### config.mk
export PLATFORM = sky130hd
export DESIGN_NAME = simt_warp_seq
export DESIGN_NICKNAME = d
export VERILOG_FILES = /design/src/rtl/simt_div_pkg.sv /design/src/rtl/simt_branch_split.sv /design/src/rtl/simt_recon_stack.sv /design/src/rtl/simt_warp_seq.sv
export SDC_FILE = /design/constraint.sdc
export NUM_CORES = 2
export LEC_CHECK = 0
export ABC_AREA = 0
export CAP_MARGIN = 20
export CORE_AREA = 4 4 412 455
export DETAILED_ROUTE_END_ITERATION = 7
export DIE_AREA = 0 0 416 459
export SETUP_SLACK_MARGIN = 0.15
export SKIP_LAST_GASP = 1
export SYNTH_ARGS = -nofsm -noshare
export SYNTH_HDL_FRONTEND = slang
export SYNTH_SLANG_ARGS = --single-unit
### constraint.sdc
create_clock -name clk -period 14.6 [get_ports clk]
set_input_delay 4.38 -clock clk [delete_from_list [all_inputs] [get_ports clk]]
set_output_delay 4.38 -clock clk [all_outputs]
set_load 0.01 [all_outputs]
### src/rtl/simt_div_pkg.sv
package simt_div_pkg;

  typedef enum logic [1:0] {
    BK_SEQ   = 2'd0,
    BK_ALL_T = 2'd1,
    BK_ALL_N = 2'd2,
    BK_SPLIT = 2'd3
  } br_kind_e;

  // classify an issued instruction from the effective lane votes
  function automatic br_kind_e kind_of(input logic is_br, input logic any_t, input logic any_n);
    if (!is_br) return BK_SEQ;
    if (any_t && any_n) return BK_SPLIT;
    if (any_t) return BK_ALL_T;
    return BK_ALL_N;
  endfunction

  // true when a stack of 'depth' records at level 'lvl' has room for two more
  function automatic logic fits_two(input int unsigned lvl, input int unsigned depth);
    return (lvl + 2) <= depth;
  endfunction

endpackage

### src/rtl/simt_branch_split.sv
module simt_branch_split
  import simt_div_pkg::*;
#(
  parameter int unsigned LANES = 32
) (
  input  logic             is_branch,
  input  logic [LANES-1:0] cur_mask,
  input  logic [LANES-1:0] taken,
  output logic [LANES-1:0] taken_eff,
  output logic [LANES-1:0] rest_eff,
  output br_kind_e         kind
);

  always_comb begin
    taken_eff = cur_mask & taken;
    rest_eff  = cur_mask & ~taken;
    kind      = kind_of(is_branch, |taken_eff, |rest_eff);
  end

endmodule

### src/rtl/simt_recon_stack.sv
module simt_recon_stack
  import simt_div_pkg::*;
#(
  parameter int unsigned LANES = 32,
  parameter int unsigned PCW   = 32,
  parameter int unsigned DEPTH = 8
) (
  input  logic                       clk,
  input  logic                       rst_n,
  input  logic                       push2,
  input  logic [PCW-1:0]             lo_resume,
  input  logic [PCW-1:0]             lo_trig,
  input  logic [LANES-1:0]           lo_mask,
  input  logic [PCW-1:0]             hi_resume,
  input  logic [PCW-1:0]             hi_trig,
  input  logic [LANES-1:0]           hi_mask,
  input  logic [1:0]                 pop_cnt,
  output logic [PCW-1:0]             top_resume,
  output logic [PCW-1:0]             top_trig,
  output logic [LANES-1:0]           top_mask,
  output logic [PCW-1:0]             sec_resume,
  output logic [PCW-1:0]             sec_trig,
  output logic [LANES-1:0]           sec_mask,
  output logic [$clog2(DEPTH+1)-1:0] level,
  output logic                       room2
);

  localparam int unsigned SPW = $clog2(DEPTH + 1);
  localparam int unsigned IW  = (DEPTH > 1) ? $clog2(DEPTH) : 1;

  logic [PCW-1:0]   res_q [DEPTH];
  logic [PCW-1:0]   trg_q [DEPTH];
  logic [LANES-1:0] msk_q [DEPTH];
  logic [SPW-1:0]   sp_q;

  logic [IW-1:0] lo_idx, hi_idx, top_idx, sec_idx;

  always_comb begin
    lo_idx  = IW'(sp_q);
    hi_idx  = IW'(sp_q + SPW'(1));
    top_idx = IW'(sp_q - SPW'(1));
    sec_idx = IW'(sp_q - SPW'(2));
  end

  for (genvar e = 0; e < DEPTH; e++) begin : g_slot
    logic wr_lo, wr_hi;
    assign wr_lo = push2 && (lo_idx == IW'(e));
    assign wr_hi = push2 && (hi_idx == IW'(e));
    always_ff @(posedge clk) begin
      if (wr_lo) begin
        res_q[e] <= lo_resume;
        trg_q[e] <= lo_trig;
        msk_q[e] <= lo_mask;
      end else if (wr_hi) begin
        res_q[e] <= hi_resume;
        trg_q[e] <= hi_trig;
        msk_q[e] <= hi_mask;
      end
    end
  end

  always_ff @(posedge clk) begin
    if (!rst_n) sp_q <= '0;
    else if (push2) sp_q <= sp_q + SPW'(2);
    else sp_q <= sp_q - SPW'(pop_cnt);
  end

  always_comb begin
    top_resume = res_q[top_idx];
    top_trig   = trg_q[top_idx];
    top_mask   = msk_q[top_idx];
    sec_resume = res_q[sec_idx];
    sec_trig   = trg_q[sec_idx];
    sec_mask   = msk_q[sec_idx];
    level      = sp_q;
    room2      = fits_two(int'(sp_q), DEPTH);
  end

  // the stack pointer never runs past its capacity
  p_sp_bound_r9: assert property (@(posedge clk) disable iff (!rst_n)
    int'(sp_q) <= DEPTH);
  // a double push is only requested when two records are free
  p_push_room_r9: assert property (@(posedge clk) disable iff (!rst_n)
    push2 |-> room2);
  // a pop never removes more records than are held
  p_pop_avail_r6: assert property (@(posedge clk) disable iff (!rst_n)
    int'(pop_cnt) <= int'(sp_q));
  // a push and a pop never meet in one cycle
  p_push_excl_r5: assert property (@(posedge clk) disable iff (!rst_n)
    push2 |-> pop_cnt == 2'd0);

endmodule

### src/rtl/simt_warp_seq.sv
module simt_warp_seq
  import simt_div_pkg::*;
#(
  parameter int unsigned LANES    = 32,
  parameter int unsigned PCW      = 32,
  parameter int unsigned DEPTH    = 8,
  parameter int unsigned PC_STEP  = 4,
  parameter int unsigned RESET_PC = 0
) (
  input  logic             clk,
  input  logic             rst_n,
  input  logic             issue_valid,
  input  logic             issue_is_branch,
  input  logic [LANES-1:0] br_taken,
  input  logic [PCW-1:0]   br_target,
  input  logic [PCW-1:0]   br_reconv,
  output logic [PCW-1:0]   warp_pc,
  output logic [LANES-1:0] active_mask,
  output logic             stack_ovf
);

  localparam int unsigned SPW = $clog2(DEPTH + 1);

  logic [PCW-1:0]   pc_q;
  logic [LANES-1:0] mask_q;
  logic             ovf_q;

  logic [LANES-1:0] taken_eff, rest_eff;
  br_kind_e         kind;

  logic [PCW-1:0]   top_resume, top_trig, sec_resume, sec_trig;
  logic [LANES-1:0] top_mask, sec_mask;
  logic [SPW-1:0]   level;
  logic             room2;

  // named internal events
  logic             is_split, do_push, ovf_hit, pop1, pop2;
  logic [1:0]       pop_cnt;
  logic [PCW-1:0]   seq_pc, cand_pc, pc_d;
  logic [LANES-1:0] mask_d;

  simt_branch_split #(.LANES(LANES)) u_split (
    .is_branch (issue_is_branch),
    .cur_mask  (mask_q),
    .taken     (br_taken),
    .taken_eff (taken_eff),
    .rest_eff  (rest_eff),
    .kind      (kind)
  );

  simt_recon_stack #(.LANES(LANES), .PCW(PCW), .DEPTH(DEPTH)) u_stack (
    .clk        (clk),
    .rst_n      (rst_n),
    .push2      (do_push),
    .lo_resume  (br_reconv),
    .lo_trig    (br_reconv),
    .lo_mask    (mask_q),
    .hi_resume  (seq_pc),
    .hi_trig    (br_reconv),
    .hi_mask    (rest_eff),
    .pop_cnt    (pop_cnt),
    .top_resume (top_resume),
    .top_trig   (top_trig),
    .top_mask   (top_mask),
    .sec_resume (sec_resume),
    .sec_trig   (sec_trig),
    .sec_mask   (sec_mask),
    .level      (level),
    .room2      (room2)
  );

  always_comb begin
    seq_pc   = pc_q + PCW'(PC_STEP);
    is_split = issue_valid && (kind == BK_SPLIT);
    do_push  = is_split && room2;
    ovf_hit  = is_split && !room2;
    cand_pc  = (kind == BK_SPLIT || kind == BK_ALL_T) ? br_target : seq_pc;
    pop1     = issue_valid && !do_push && (level != '0) && (cand_pc == top_trig);
    pop2     = pop1 && (int'(level) >= 2) && (top_resume == sec_trig);
    pop_cnt  = pop2 ? 2'd2 : (pop1 ? 2'd1 : 2'd0);

    pc_d   = pc_q;
    mask_d = mask_q;
    if (issue_valid) begin
      if (pop2) begin
        pc_d   = sec_resume;
        mask_d = sec_mask;
      end else if (pop1) begin
        pc_d   = top_resume;
        mask_d = top_mask;
      end else begin
        pc_d   = cand_pc;
        mask_d = is_split ? taken_eff : mask_q;
      end
    end
  end

  always_ff @(posedge clk) begin
    if (!rst_n) begin
      pc_q   <= PCW'(RESET_PC);
      mask_q <= '1;
      ovf_q  <= 1'b0;
    end else begin
      pc_q   <= pc_d;
      mask_q <= mask_d;
      if (ovf_hit) ovf_q <= 1'b1;
    end
  end

  assign warp_pc     = pc_q;
  assign active_mask = mask_q;
  assign stack_ovf   = ovf_q;

  // a pushed split leaves only the taken lanes running
  p_split_mask_r5: assert property (@(posedge clk) disable iff (!rst_n)
    do_push |=> active_mask == $past(taken_eff));
  // at least one lane is always active
  p_mask_live_r5: assert property (@(posedge clk) disable iff (!rst_n)
    active_mask != '0);
  // a uniform branch without a pop keeps the lane set
  p_uniform_keep_r3: assert property (@(posedge clk) disable iff (!rst_n)
    issue_valid && (kind == BK_ALL_T || kind == BK_ALL_N) && !pop1 |=> $stable(active_mask));
  // without a pop the lane set can only shrink
  p_mask_shrink_r2: assert property (@(posedge clk) disable iff (!rst_n)
    !pop1 |=> (active_mask & ~$past(active_mask)) == '0);
  // the overflow flag is sticky
  p_ovf_sticky_r10: assert property (@(posedge clk) disable iff (!rst_n)
    stack_ovf |=> stack_ovf);
  // the flag rises only on a split that did not fit
  p_ovf_cause_r9: assert property (@(posedge clk) disable iff (!rst_n)
    $rose(stack_ovf) |-> $past(ovf_hit));
  // no issue, no change
  p_hold_r11: assert property (@(posedge clk) disable iff (!rst_n)
    !issue_valid |=> $stable(warp_pc) && $stable(active_mask));

endmodule

; ---- Yosys cells after proc, flatten, opt, wreduce, memory -nomap -nowiden
; Memories as Yosys holds them, arrays and structs flattened.
; Cells that the tools add are included.
[classes]
n_lt_le_gt_ge = 2
reduce_logical = 53
n_eq_ne = 18
bitwise_logic = 27
n_addsub = 7
muxes = 138
[ops]
columns = op, count
row1 = 2-to-1 mux 32 bit, 48
row2 = OR reduction 32 bit, 20
row3 = bitwise AND 32 bit, 2
row4 = equality test 32 bit, 2
row5 = 2-to-1 mux 1 bit, 64
row6 = 2-to-1 mux 3 bit, 18
row7 = adder 32 x 3 -> 32 bit (second input constant), 1
row8 = less-or-equal comparator 32 x 4 -> 1 bit (second input constant), 1
row9 = inverter 32 bit, 1
row10 = logical AND 1 bit, 25
row11 = equality test 3 bit (second input constant), 8
row12 = OR 1 bit, 24
row13 = 2-to-1 mux 2 bit, 7
row14 = equality test 3 x 2 -> 1 bit (second input constant), 4
row15 = equality test 3 x 1 -> 1 bit (second input constant), 2
row16 = zero test 3 bit, 2
row17 = adder 4 x 2 -> 5 bit (second input constant), 1
row18 = adder 4 x 2 -> 4 bit (second input constant), 1
row19 = greater-or-equal comparator 4 x 2 -> 1 bit (second input constant), 1
row20 = 2-to-1 mux 4 bit, 1
row21 = nonzero test 4 bit, 1
row22 = subtractor 4 x 2 -> 4 bit, 1
row23 = adder 3 x 1 -> 3 bit (second input constant), 1
row24 = nonzero test 3 bit, 1
row25 = other kinds (7), 8
[word_totals]
ram_bits = 768
regBits = 69
memories = 3
output_inout_bits = 65
[memory_table]
columns = memory, words, word_bits, rd, rd_ports_with_merged_regs, wr, line_no
row1 = u_stack.msk_q, 8, 32, 2, 0, 2, simt_recon_stack.sv:33  ; logic [LANES-1:0] msk_q [DEPTH];
row2 = u_stack.res_q, 8, 32, 2, 0, 2, simt_recon_stack.sv:31  ; logic [PCW-1:0] res_q [DEPTH];
row3 = u_stack.trg_q, 8, 32, 2, 0, 2, simt_recon_stack.sv:32  ; logic [PCW-1:0] trg_q [DEPTH];

; ---- Longest topological paths before layout
[depth]
word_depth = 23
mapped_depth = 29
mapped_depth_nobuf = 19

; ---- Modules after synthesis
; A second synthesis with hierarchy kept.
[unflattened]
cells_unflattened = 3296
area_unflattened_um2 = 51698.3
[modules_own_cells]
columns = mod, instances, cells_each, area_each_um2, seq_area_each_um2
row1 = simt_recon_stack, 1, 2386, 44278.7, 23142.2
row2 = simt_warp_seq, 1, 820, 6841.6, 1301.2
row3 = simt_branch_split, 1, 90, 578.1, 0.0

; ---- Least setup slack after synthesis
; No wires, ideal clock.
[synth_timing]
path_type = in2reg
start = in br_taken[9]
end = mem u_stack.msk_q[5][0], enable pin
path_stages = 8
setup_slack_ns = 3.664
arrival_time_ns = 10.354
n_path_buf = 3
required_time_ns = 14.018
cell_sequence = a22oi_1 nand4_1 o41a_1 clkbuf_1 nand4_1 clkbuf_1 buf_1 a21oi_1
[synth_lines]
columns = element, line_no
row1 = start: declaration, simt_warp_seq.sv:14  ; input logic [LANES-1:0] br_taken,
row2 = end: declaration, simt_recon_stack.sv:33

; ---- Final worst setup path
[layout_timing]
start = in br_taken[17]
end = reg mask_q[14] (netlist: active_mask[14])
[layout_between]
elab_chain_cells = 20
word_cells_on_any_way = 33
classes_between = eq/ne (3) / mux (13) / bitwise (3) / reduce/logical (14)
[layout_lines]
columns = element, line_no
row1 = inverter 32 bit, simt_branch_split.sv:16  ; rest_eff = cur_mask & ~taken;
row2 = bitwise AND 32 bit, simt_branch_split.sv:16
row3 = OR reduction 32 bit, simt_branch_split.sv:17  ; kind = kind_of(is_branch, |taken_eff, |rest_eff);
row4 = logical AND 1 bit, simt_div_pkg.sv:13  ; if (any_t && any_n) return BK_SPLIT;
row5 = 2-to-1 mux 2 bit, simt_div_pkg.sv:13
row6 = 2-to-1 mux 2 bit, simt_div_pkg.sv:14  ; if (any_t) return BK_ALL_T;
row7 = 2-to-1 mux 2 bit, simt_div_pkg.sv:15  ; return BK_ALL_N;
row8 = 2-to-1 mux 2 bit (*), simt_div_pkg.sv:14
row9 = 2-to-1 mux 2 bit (*), simt_div_pkg.sv:13
row10 = branches (longest 11 deep; another with 2-to-1 mux 32 bit), --
row11 = end signal: assignment, simt_warp_seq.sv:105  ; mask_q <= mask_d;
row12 = end: declaration, simt_warp_seq.sv:25  ; logic [LANES-1:0] mask_q;
; Mark *: on every way between the ends. The select of a mux whose other input is x is not followed.
; A chain may end at the register's enable or synchronous reset.

==> reports/metrics.cfg <==
[outcome]
outcome = complete, no violations

[worst_setup_path]
crit_path_end_kind = flop
criticalPathCategory = in2reg
worst-endpoint-required_ns = 15.13
worstPathCellList = clkdlybuf4s50_1 > a22oi_1 > nand4_1 > o41a_2 > buf_4 > a2111oi_0 > a31oi_1 > a2111oi_0 > nor3b_1 > nand4_1 > buf_4 > o211ai_1 > o211ai_1
path_max_fanout = 74
worst_path_max_delay_cell = a2111oi_0
slowest_delay_ns = 0.99
critPathBufInv = 3
setup.worst_path.start_class = input port
timing.critical_path.arrival_ns = 10.35
ff2ff_setup_slack_ns = 6.30
cpLargestDelayFamily = compound AO/OA/AOI/OAI gates

[finish]
post_layout_nonfiller_instances = 5856
final_design_area_no_fill_um2 = 52600
layout-drive-gt1-share_pct = 19.6
area_grow_syn2layout_pct = 15.6
most-common-layout-cells = edfxtp_1 (768), mux4_2 (358), a21oi_1 (333), mux2i_1 (212), nand2_1 (207)
finish.net_count = 3469
layout.cells.most_common = edfxtp_1

[timing]
maxSlewViolCount = 0
final_hold_viol_count = 0
setup_ws_ns = 4.78
tightestPinTransition_ns = 1.21
unrepaired_setup_endpoints_after_global_routing = no
final-setup-viol-count = 0
max_slew_margin_pct = 17.5
worst_hold_slack_ns = 0.490
final_period_minus_worst_setup_slack_ns = 9.82
max_freq_ghz = 0.102
tns_ns = 0
period_share_pct = 67.3
fin_skew_ns = 0.0317

[power_and_ir_drop]
comb_pwr_share_pct = 16.9
power.density_cell_area_nw_per_um2 = 119
sequential_group_share_of_total_power_pct = 44.0
power.clock.fraction_pct = 39.1
leakagePower_nw = 17.0
net-switching-power_mw = 1.71
vdd_drop_max_v = 0.0000856
internal_power_mw = 4.54
p_sw_share_pct = 27.4

[global_route]
initial_antenna_violation_count = 22
grt_first_pass_wirelength_mm = 221
global_route.usage.total_pct = 15.7
grt_max_degree = 121
grt_pass1_vias = 31300
grt_overflow = 0

[synthesis]
primary_flip_flop_cell_chosen_by_synthesis_mapping = edfxtp_1
avgSynthCellArea_um2 = 13.5
fraction_of_synthesis_flops_using_an_asynchronous_set_or_reset_pin_pct = 0
synth_warnings = 0
synth-edff-count = 768
ys_seq_area_share_pct = 53.7
syn-instance-count = 3362
synth.lib_cells_used.distinct = 78
mappedNetlistArea_um2 = 45500
synth.net_count = 3479
synth-seq-cells = 837

[floorplanning]
initial_core_util_pct = 24.9
fp.coreArea_um2 = 183000
die-height_um = 459
io_pins = 165
site_row_count = 165
die_w_um = 416
fp.dieArea_um2 = 191000

[clock_tree]
later_pin_clock_latency_in_the_skew_report_ns = 0.71
post_cts_hold_buffer_count = 0
post_cts.repair.setup_buffers = 0
cts_resized = 0
clk_pin_slew_ns = 0.06
ctsRootBufferMaster = clkbuf_16
clock_sink_count = 837
cts_htree_levels = 3
max-clock-path-buffers = 3
cts-buffers-inserted = 93
tritoncts = done

[place]
gpl.final_weighted_congestion = 0.852
pre_cts_slack_ns = 4.31
placement.io_buffers = 164
place_inst = 5676
placed_cell_area_um2 = 49400
dp_hpwl_mm = 93.8

[route]
drc = 0
post_drt_via_cell_ratio = 5.39
drt.antenna.violating_nets = 0
first_pass_iteration_count_of_the_detailed_router = 6
wl_per_instance_um = 26.5
drt_first_iter_violations = 3804
detailed_route_wl_mm = 155
num_vias = 31500

[min_path]
worst_hold_path_type = reg2reg

[flow_run]
drv.max_cap_violation_count = 0

[Yosys cell counts (all sizes together) (27+ instances only)]
cell type  number  share of area (%)
edfxtp        768                 51
mux4          358                 18
a21oi         337                3.7
clkbuf        244                2.1
mux2i         212                4.7
nand2         207                1.7
nor2          189                1.6
o21ai         187                2.1
a21boi         97                1.6
buf            96                1.2
o211ai         70                1.2
dfxtp          69                3.0
mux2           55                1.4
inv            40               0.34
xnor2          38               0.73
a22oi          35               0.58
nand2b         35               0.48
xor2           31               0.60
nand3          29               0.32
nor3           27               0.30
[final timing paths]
| path | start | end | depth (start not counted) |
|---|---|---|---|
| min reg2reg | stack_ovf | stack_ovf | 1 |
| max | br_taken[17] | active_mask[14] | 13 |
| min | stack_ovf | stack_ovf | 1 |
| max reg2reg | u_stack.level[0] | active_mask[14] | 15 |
[flip-flops by register name (all words and copies together), names as in the netlist]
name	cells
warp_pc	32
u_stack.level	4
u_stack.msk_q	256
active_mask	32
u_stack.res_q	256
u_stack.trg_q	256
stack_ovf	1
[power by group through the flow]
| stage | logic (mW) | clock network [mW] | registers [mW] |
|---|---|---|---|
| finish | 1.06 | 2.44 | 2.75 |
| global route | 1.12 | 2.58 | 2.76 |
| CTS | 1.06 | 2.48 | 2.75 |
| detailed placement | 1.05 | 0 | 2.80 |
| global placement | 1.04 | 0 | 2.80 |
| floorplan | 0.697 | 0 | 2.79 |
[stage by stage]
step                      total power, mW  util, %
final                                6.25     28.8
after global placement               3.84     27.0
after detailed placement             3.85     27.0
after global routing                 6.46     28.8
after floorplan                      3.48        -
after CTS                            6.28     28.7
[cell type report]
cell class | count | area [µm²]
multi-input combinational | 2137 | 19500
sequential | 837 | 24500
clock inverter | 63 | 684
clock buffer | 110 | 2470
tap | 2421 | 3030
antenna | 5 | 12.5
timing repair buffer | 235 | 2220
inverter | 48 | 185
fill | 18500 | 130000
[kinds of logic (layout without fill, tap and decap cells)]
| group | Yosys count | in the layout | synth area share, % |
|---|---|---|---|
| xor gates and xnor gates | 69 | 69 | 1.33 |
| and+or+nand+nor | 607 | 607 | 6.19 |
| muxes | 625 | 625 | 23.7 |
| adders and majority gates | 17 | 17 | 0.484 |
| other | 0 | 5 | 0 |
| AOI/OAI and AO/OA | 819 | 819 | 10.8 |
| DFF | 837 | 837 | 53.7 |
| buffers and inverters | 388 | 456 | 3.74 |
[routing by layer]
metal	wire [µm]	track usage, %	vias to the layer above	share of wire (%)
li1	-	-	13300	-
met1	60200	20.0	16200	39
met2	73500	25.8	1720	47
met3	14500	3.46	343	9.4
met4	7050	6.59	10	4.5
met5	56	0	-	0.036
Note: power is estimated with default switching activity, not from simulation.
